**config.mk**
```make
export PLATFORM = sky130hd
export DESIGN_NAME = cascade_vector_seq
export DESIGN_NICKNAME = d
export VERILOG_FILES = /design/src/rtl/cvs_pkg.sv /design/src/rtl/cvs_cascade_fwd.sv /design/src/rtl/cvs_trig_regs.sv /design/src/rtl/cvs_ack_decider.sv /design/src/rtl/cascade_vector_seq.sv
export SDC_FILE = /design/constraint.sdc
export NUM_CORES = 1
export LEC_CHECK = 0
export BUFFER_PORTS_ARGS = -buffer_cell sky130_fd_sc_hd__buf_2
export CAP_MARGIN = 30
export CORE_UTILIZATION = 30
export CTS_CLUSTER_DIAMETER = 120
export CTS_CLUSTER_SIZE = 24
export DETAILED_ROUTE_END_ITERATION = 7
export GPL_ROUTABILITY_DRIVEN = 0
export SYNTH_ARGS = -nofsm -noshare
export SYNTH_HDL_FRONTEND = slang
export SYNTH_SLANG_ARGS = --single-unit
export TNS_END_PERCENT = 30
```
**constraint.sdc**
```tcl
create_clock -name clk -period 1.5 [get_ports clk]
set_input_delay 0.15 -clock clk [delete_from_list [all_inputs] [get_ports clk]]
set_output_delay 0.15 -clock clk [all_outputs]
set_load 0.05 [all_outputs]
```
**src/rtl/cvs_pkg.sv**
```systemverilog
package cvs_pkg;
  localparam int LINE_W = 3;
  localparam int VEC_W  = 8;
  localparam int NLINES = 1 << LINE_W;

  typedef struct packed {
    logic              valid;
    logic [LINE_W-1:0] line;
  } res_t;

  // Vector arithmetic: base plus local line, wrapping at the vector width.
  function automatic logic [VEC_W-1:0] vec_of(input logic [VEC_W-1:0] base,
                                              input logic [LINE_W-1:0] line);
    return base + {{(VEC_W-LINE_W){1'b0}}, line};
  endfunction

  // Global line: top bit chooses the secondary controller.
  function automatic logic glb_is_sec(input logic [LINE_W:0] gl);
    return gl[LINE_W];
  endfunction

  function automatic logic [LINE_W-1:0] glb_local(input logic [LINE_W:0] gl);
    return gl[LINE_W-1:0];
  endfunction
endpackage

```
**src/rtl/cvs_cascade_fwd.sv**
```systemverilog
module cvs_cascade_fwd (
  input  logic clk,
  input  logic rst_n,
  input  logic sec_valid,
  output logic cascade_pulse
);
  logic sec_valid_q;
  logic sec_rise;

  assign sec_rise = sec_valid & ~sec_valid_q;

  always_ff @(posedge clk or negedge rst_n) begin
    if (!rst_n) begin
      sec_valid_q   <= 1'b0;
      cascade_pulse <= 1'b0;
    end else begin
      sec_valid_q   <= sec_valid;
      cascade_pulse <= sec_rise;
    end
  end


  rise_to_pulse_chk: assert property (@(posedge clk) disable iff (!rst_n)
    $rose(sec_valid) |=> cascade_pulse);

  pulse_falls_chk: assert property (@(posedge clk) disable iff (!rst_n)
    cascade_pulse |=> !cascade_pulse);
endmodule

```
**src/rtl/cvs_trig_regs.sv**
```systemverilog
module cvs_trig_regs #(
  parameter logic [7:0] PRI_MASK = 8'hF8,
  parameter logic [7:0] SEC_MASK = 8'hDE
) (
  input  logic       clk,
  input  logic       rst_n,
  input  logic       trig_we,
  input  logic       trig_sel,
  input  logic [7:0] trig_data,
  input  logic [3:0] glb_line,
  output logic [7:0] pri_trig,
  output logic [7:0] sec_trig,
  output logic       glb_level
);
  import cvs_pkg::*;

  logic [7:0] regs [2];
  logic [1:0] wr_hit;
  logic       sel_sec;
  logic [2:0] loc;

  for (genvar g = 0; g < 2; g++) begin : g_reg
    localparam logic [7:0] MSK = (g == 0) ? PRI_MASK : SEC_MASK;
    assign wr_hit[g] = trig_we && (trig_sel == g[0]);
    always_ff @(posedge clk or negedge rst_n) begin
      if (!rst_n)         regs[g] <= '0;
      else if (wr_hit[g]) regs[g] <= trig_data & MSK;
    end
  end

  assign pri_trig  = regs[0];
  assign sec_trig  = regs[1];
  assign sel_sec   = glb_is_sec(glb_line);
  assign loc       = glb_local(glb_line);
  assign glb_level = sel_sec ? sec_trig[loc] : pri_trig[loc];


  pri_write_chk: assert property (@(posedge clk) disable iff (!rst_n)
    (trig_we && !trig_sel) |=> pri_trig == ($past(trig_data) & PRI_MASK));

  sec_write_chk: assert property (@(posedge clk) disable iff (!rst_n)
    (trig_we && trig_sel) |=> sec_trig == ($past(trig_data) & SEC_MASK));

  sec_keeps_chk: assert property (@(posedge clk) disable iff (!rst_n)
    !(trig_we && trig_sel) |=> $stable(sec_trig));
endmodule

```
**src/rtl/cvs_ack_decider.sv**
```systemverilog
module cvs_ack_decider #(
  parameter logic [2:0] CASCADE_LINE = 3'd2,
  parameter logic [2:0] SPUR_LINE    = 3'd7
) (
  input  logic         clk,
  input  logic         rst_n,
  input  cvs_pkg::res_t pri_res,
  input  cvs_pkg::res_t sec_res,
  input  logic [7:0]   pri_base,
  input  logic [7:0]   sec_base,
  input  logic         ack_req,
  output logic [7:0]   vec_out,
  output logic         vec_valid,
  output logic         pri_ack,
  output logic [2:0]   pri_ack_line,
  output logic         sec_ack,
  output logic [2:0]   sec_ack_line
);
  import cvs_pkg::*;

  // Named decision events, brought out for the assertions.
  logic       ev_pri_spur;
  logic       ev_pri_plain;
  logic       ev_cascade;
  logic       ev_sec_hit;
  logic       ev_sec_spur;
  logic [7:0] nxt_vec;

  assign ev_pri_spur  = ack_req && !pri_res.valid;
  assign ev_pri_plain = ack_req && pri_res.valid && (pri_res.line != CASCADE_LINE);
  assign ev_cascade   = ack_req && pri_res.valid && (pri_res.line == CASCADE_LINE);
  assign ev_sec_hit   = ev_cascade && sec_res.valid;
  assign ev_sec_spur  = ev_cascade && !sec_res.valid;

  always_comb begin
    nxt_vec = vec_of(pri_base, SPUR_LINE);
    if (ev_pri_plain)     nxt_vec = vec_of(pri_base, pri_res.line);
    else if (ev_sec_hit)  nxt_vec = vec_of(sec_base, sec_res.line);
    else if (ev_sec_spur) nxt_vec = vec_of(sec_base, SPUR_LINE);
  end

  always_ff @(posedge clk or negedge rst_n) begin
    if (!rst_n) begin
      vec_out      <= '0;
      vec_valid    <= 1'b0;
      pri_ack      <= 1'b0;
      pri_ack_line <= '0;
      sec_ack      <= 1'b0;
      sec_ack_line <= '0;
    end else begin
      vec_valid <= ack_req;
      pri_ack   <= ev_pri_plain | ev_cascade;
      sec_ack   <= ev_sec_hit;
      if (ack_req) vec_out <= nxt_vec;
      if (ev_pri_plain | ev_cascade) pri_ack_line <= pri_res.line;
      if (ev_sec_hit) sec_ack_line <= sec_res.line;
    end
  end


  spur_pri_chk: assert property (@(posedge clk) disable iff (!rst_n)
    ev_pri_spur |=> (!pri_ack && !sec_ack && vec_out == $past(pri_base) + 8'(SPUR_LINE)));

  plain_no_sec_chk: assert property (@(posedge clk) disable iff (!rst_n)
    ev_pri_plain |=> (pri_ack && !sec_ack));

  sec_implies_cascade_chk: assert property (@(posedge clk) disable iff (!rst_n)
    sec_ack |-> (pri_ack && pri_ack_line == CASCADE_LINE));

  sec_spur_chk: assert property (@(posedge clk) disable iff (!rst_n)
    ev_sec_spur |=> (pri_ack && !sec_ack && vec_out == $past(sec_base) + 8'(SPUR_LINE)));

  valid_follows_chk: assert property (@(posedge clk) disable iff (!rst_n)
    ack_req |=> vec_valid);

  valid_idle_chk: assert property (@(posedge clk) disable iff (!rst_n)
    !ack_req |=> !vec_valid);

  ack_in_window_chk: assert property (@(posedge clk) disable iff (!rst_n)
    (pri_ack || sec_ack) |-> vec_valid);
endmodule

```
**src/rtl/cascade_vector_seq.sv**
```systemverilog
module cascade_vector_seq #(
  parameter logic [2:0] CASCADE_LINE = 3'd2,
  parameter logic [2:0] SPUR_LINE    = 3'd7,
  parameter logic [7:0] PRI_MASK     = 8'hF8,
  parameter logic [7:0] SEC_MASK     = 8'hDE
) (
  input  logic       clk,
  input  logic       rst_n,
  input  logic       pri_valid,
  input  logic [2:0] pri_line,
  input  logic [7:0] pri_base,
  input  logic       sec_valid,
  input  logic [2:0] sec_line,
  input  logic [7:0] sec_base,
  input  logic       ack_req,
  input  logic       trig_we,
  input  logic       trig_sel,
  input  logic [7:0] trig_data,
  input  logic [3:0] glb_line,
  output logic [7:0] vec_out,
  output logic       vec_valid,
  output logic       pri_ack,
  output logic [2:0] pri_ack_line,
  output logic       sec_ack,
  output logic [2:0] sec_ack_line,
  output logic       cascade_pulse,
  output logic [7:0] pri_trig,
  output logic [7:0] sec_trig,
  output logic       glb_level
);
  import cvs_pkg::*;

  res_t pri_res;
  res_t sec_res;

  assign pri_res = '{valid: pri_valid, line: pri_line};
  assign sec_res = '{valid: sec_valid, line: sec_line};

  cvs_cascade_fwd u_cas (
    .clk(clk), .rst_n(rst_n), .sec_valid(sec_valid), .cascade_pulse(cascade_pulse)
  );

  cvs_ack_decider #(.CASCADE_LINE(CASCADE_LINE), .SPUR_LINE(SPUR_LINE)) u_ack (
    .clk(clk), .rst_n(rst_n), .pri_res(pri_res), .sec_res(sec_res),
    .pri_base(pri_base), .sec_base(sec_base), .ack_req(ack_req),
    .vec_out(vec_out), .vec_valid(vec_valid), .pri_ack(pri_ack),
    .pri_ack_line(pri_ack_line), .sec_ack(sec_ack), .sec_ack_line(sec_ack_line)
  );

  cvs_trig_regs #(.PRI_MASK(PRI_MASK), .SEC_MASK(SEC_MASK)) u_trig (
    .clk(clk), .rst_n(rst_n), .trig_we(trig_we), .trig_sel(trig_sel),
    .trig_data(trig_data), .glb_line(glb_line), .pri_trig(pri_trig),
    .sec_trig(sec_trig), .glb_level(glb_level)
  );
endmodule

```
# Word level (Yosys, flattened, before mapping)
# Index checks and enable logic that the tools add are counted.
# W data, S select, Z words.
# word_totals
regBits,30
inputBits,41
word_cells,37
# op_classes
add_sub_neg,4
order_cmp,1
n_eq_ne,2
mux,8
bitwise,4
n_reduce_logical,8
# op_table
operator,count
$mux W8,3
$add A8 B3 Y8,2
$add A8 B3 Y8 const B,2
$logic_and A1 B1 Y1,7
$bmux W1 S3,2
$lt A3 B4 Y1 const B,1
$eq A3 B2 Y1 const B,1
$mux W1,3
$ne A3 B2 Y1 const B,1
$not A1 Y1,2
$and A1 B1 Y1,1
$logic_not A1 Y1,1
$or A1 B1 Y1,1

# Depth between registers and ports, before layout
# logic_depth
ltp_word,6
depth_mapped,12
mapped_depth_nobuf,11

# Hierarchy
# From an unflattened synthesis, not the netlist that was laid out.
# hier_totals
hier_cells,199
area_unflattened_um2,2040.7
# by_module_without_submodules
mod,n_inst,cells_per_inst,area_per_inst_um2,seq_area_each_um2
cvs_ack_decider,1,149,1401.3,425.4
cvs_trig_regs,1,47,575.6,275.3
cvs_cascade_fwd,1,3,63.8,50.0

# Worst setup path before layout
# OpenSTA, ideal clock, no wires.
# synth_path
path_type,register to output
startpoint,reg u_trig.regs (netlist bit u_trig.sec_trig[6])
endpoint,out glb_level
arrival_ns,2.008
slack_ns,-0.658
stages_incl_launch_ff,4
path_buffers,0
cell_sequence,dfrtp_1 mux2i_1 mux4_2 a21oi_1
# synth_between
elab_chain_len,3
# synth_rtl
item,line,text
from (decl),cvs_trig_regs.sv:17,logic [7:0] regs [2];
"from (signal, indexed assignment)",cvs_trig_regs.sv:27,else if (wr_hit[g]) regs[g] <= trig_data & MSK;
$bmux W1 S3,cvs_trig_regs.sv:35,assign glb_level = sel_sec ? sec_trig[loc] : pri_trig[loc];
$mux W1 (not written as such),cvs_trig_regs.sv:35,
$mux W1,cvs_trig_regs.sv:35,
to (decl),cascade_vector_seq.sv:29,output logic glb_level
# No other way between the ends. The select of a mux whose other input is x is not followed.

# Final worst setup path
# layout_path
startpoint,reg u_trig.regs (netlist bit u_trig.pri_trig[3])
endpoint,out glb_level
# The elaborated chain is that of the path after synthesis.

==> flow_metrics.env <==
export IMPL_power_frac_comb_pct=41.1
export IMPL_yosys_top_cells_area="dfrtp_1, mux2_2, xor2_1"
export IMPL_start_util_pct=31.1
export IMPL_synth_top_area_share_pct=38.0
export IMPL_dp_cells=376
export IMPL_firstDrtPassIters=4
export IMPL_die_x_um=83.2
export IMPL_die_y_um=83.2
export IMPL_n_antenna_cell=0
export IMPL_post_route_period_util_pct=113
export IMPL_wl_per_cell_um=13.5
export IMPL_cts_tree="done"
export IMPL_finalClockSkew_ns=0.000261
export IMPL_root_buffer="clkbuf_8"
export IMPL_grt_overflow_total=0
export IMPL_grt_pass1_vias=1819
export IMPL_post_dp_hpwl_um=4340
export IMPL_powerDensity_nw_per_um2=981
export IMPL_cts_setup_buffers=0
export IMPL_synth_warnings=0
export IMPL_endpoint_kind="output port"
export IMPL_drive_above_1_share_pct=51.6
export IMPL_core_area_um2=6350
export IMPL_peakVddDrop_v=0.000498
export IMPL_htreeDepth=2
export IMPL_final_hold_viol_count=0
export IMPL_syn_to_final_growth_pct=44.6
export IMPL_grt_max_degree=14
export IMPL_final_cell_mix="buf_2, buf_4, dfrtp_1"
export IMPL_dieArea_um2=6920
export IMPL_placed_cell_area_um2=2740
export IMPL_seqPwrFrac_pct=35.2
export IMPL_yosysSeqAreaShare_pct=38.0
export IMPL_hold_depth=2
export IMPL_setup_ws_ns=-0.198
export IMPL_ys_types=43
export IMPL_hp_class="primary input to flop"
export IMPL_finalSetupViolations=3
export IMPL_syn_area_um2=1980
export IMPL_rr_startpoint="u_trig.sec_trig[6]"
export IMPL_grtUsageTotal_pct=15.8
export IMPL_final_common_cell="buf_2"
export IMPL_pre_cts_slack_ns=-0.448
export IMPL_cts_sinks=30
export IMPL_swShare_pct=39.5
export IMPL_min_period_ns=1.70
export IMPL_final_area_um2=2860
export IMPL_instances_no_fill=385
export IMPL_first_iter_violations=26
export IMPL_synthCells=196
export IMPL_io_pins=76
export IMPL_io_buffers=69
export IMPL_intPower_mw=1.70
export IMPL_drcViolationCount=0
export IMPL_drt_total_wl_um=5200
export IMPL_final_setup_tns_ns=-0.408
export IMPL_timing_fmax_mhz=589
export IMPL_drv_cap=0
export IMPL_p_leak_nw=1.38
export IMPL_arrival_ns=1.55
export IMPL_num_rows=29
export IMPL_fin_nets=357
export IMPL_grt_pass1_wl_um=8630
export IMPL_vias=1855
export IMPL_yosysTopAreaCell="dfrtp_1"
export IMPL_grt_antenna_before_repair=0
export IMPL_cp_required_ns=1.35
export IMPL_clk_pin_slew_ns=0.06
export IMPL_holdWs_ns=0.110
export IMPL_fin_util_pct=45.0
export IMPL_violations="setup timing"
export IMPL_critPathLaunchType="flop"
export IMPL_ys_seq_elements=30
export IMPL_total_power_mw=2.80
export IMPL_numCtsBuffers=5
export IMPL_viasPerCell=4.82
export IMPL_clockBufferDepth=2
export IMPL_min_from="trig_data[5]"
export IMPL_path_class="flop to output port"
export IMPL_avgSynthCellArea_um2=10.1
export IMPL_min_to="u_trig.pri_trig[5]"
export IMPL_rsz0062_at_grt="yes"
export IMPL_rr_worst_depth=2
export IMPL_switching_power_mw=1.11
export IMPL_ant_nets=0
export IMPL_reg2reg_slack_ns=0.61
export IMPL_final_max_slew_violation_count=0
export IMPL_status="complete, but fails checks"
export IMPL_clk_latency_ns=0.27
export IMPL_timing_rr_end="u_trig.sec_trig[6]"
export IMPL_path_max_fanout=2
export IMPL_pwr_share_clk_pct=23.7
==> cell type report <==
type / count / area (um^2)
clock buffers: 7 / 86.3
clock inverters: 1 / 5.00
fillers: 634 / 3490
inverters: 10 / 45.0
multi-input cells: 150 / 1200
flip-flops and latches: 30 / 758
well taps: 77 / 96.3
repair buffers: 110 / 662
==> worst max-delay path by stage <==
stage,from,cells after the start,end
finish,u_trig.pri_trig[3],7,glb_level
global route,u_trig.pri_trig[3],7,glb_level
CTS,u_trig.pri_trig[3],7,glb_level
detailed placement,pri_line[2],11,u_ack.vec_out[4]
global placement,pri_line[2],11,u_ack.vec_out[4]
floorplan,pri_line[2],10,u_ack.vec_out[4]
==> critical path: stages, from the launching register on <==
cell,delay (ns)
dfrtp_1,0.38
mux2_4,0.28
nand2_2,0.05
o21ai_1,0.05
a211oi_1,0.19
buf_4,0.15
a21oi_4,0.03
buf_6,0.14
==> Yosys cell counts, drive strengths merged <==
| cell | n |
|---|---|
| mux2i | 5 |
| or3b | 1 |
| o2111ai | 2 |
| conb | 1 |
| a22o | 1 |
| inv | 9 |
| a32o | 1 |
| dfrtp | 30 |
| nand4 | 1 |
| o22ai | 4 |
| o21ai | 12 |
| nor3b | 3 |
| nor2b | 4 |
| a31oi | 2 |
| a211oi | 5 |
| nand2b | 1 |
| nor3 | 6 |
| ha | 7 |
| o211ai | 2 |
| mux4 | 1 |
| mux2 | 17 |
| or3 | 1 |
| nor2 | 12 |
| a221oi | 1 |
| nand2 | 19 |
| a22oi | 2 |
| xnor2 | 8 |
| nand3 | 3 |
| clkinv | 1 |
| nor4 | 1 |
| fa | 2 |
| xor2 | 12 |
| o311ai | 1 |
| buf | 10 |
| a21oi | 8 |
==> routing by layer <==
layer / vias to the layer above / track usage, % / wire [um]
li1: 910 / - / -
met1: 875 / 20.6 / 2370
met2: 61 / 25.5 / 2450
met3: 9 / 3.08 / 268
met4: 0 / 6.74 / 115
met5: - / 0 / 0
==> logic make-up (layout without fill, tap and decap cells) <==
logic type,count (synthesis),in the layout,synth area share [%]
and+or+nand+nor,52,52,13.4
AOI/OAI and AO/OA,41,41,13.9
DFF,30,30,38.0
muxes,23,23,13.4
xor gates and xnor gates,20,20,8.86
buffers and inverters,20,128,5.82
adders and majority gates,9,9,6.46
other,1,5,0.190
==> state kept, by name, indices dropped and copies added (netlist names) <==
| name | cells |
|---|---|
| u_ack.vec_out | 8 |
| u_trig.sec_trig | 6 |
| u_trig.pri_trig | 5 |
| u_ack.pri_ack_line | 3 |
| u_ack.sec_ack_line | 3 |
| u_ack.pri_ack | 1 |
| u_ack.sec_ack | 1 |
| u_ack.vec_valid | 1 |
| u_cas.cascade_pulse | 1 |
| u_cas.sec_valid_q | 1 |
==> timing repair <==
action / in CTS / in global routing
gates resized for setup: 5 / 3
setup endpoints to repair: 4 / 6
hold buffers: 1 / 0
endpoints found under the hold margin: 11 / 0
pin swaps: 3 / 1
==> power groups by stage <==
stage / Sequential [mW] / Clock, mW / Combinational (mW)
floorplan: 1.38 / 0 / 0.390
global placement: 0.995 / 0 / 1.14
detailed placement: 1.00 / 0 / 1.14
CTS: 0.990 / 0.687 / 1.16
global route: 1.00 / 0.717 / 1.23
finish: 0.988 / 0.664 / 1.15
No activity file was read; power rests on OpenSTA's default activity.
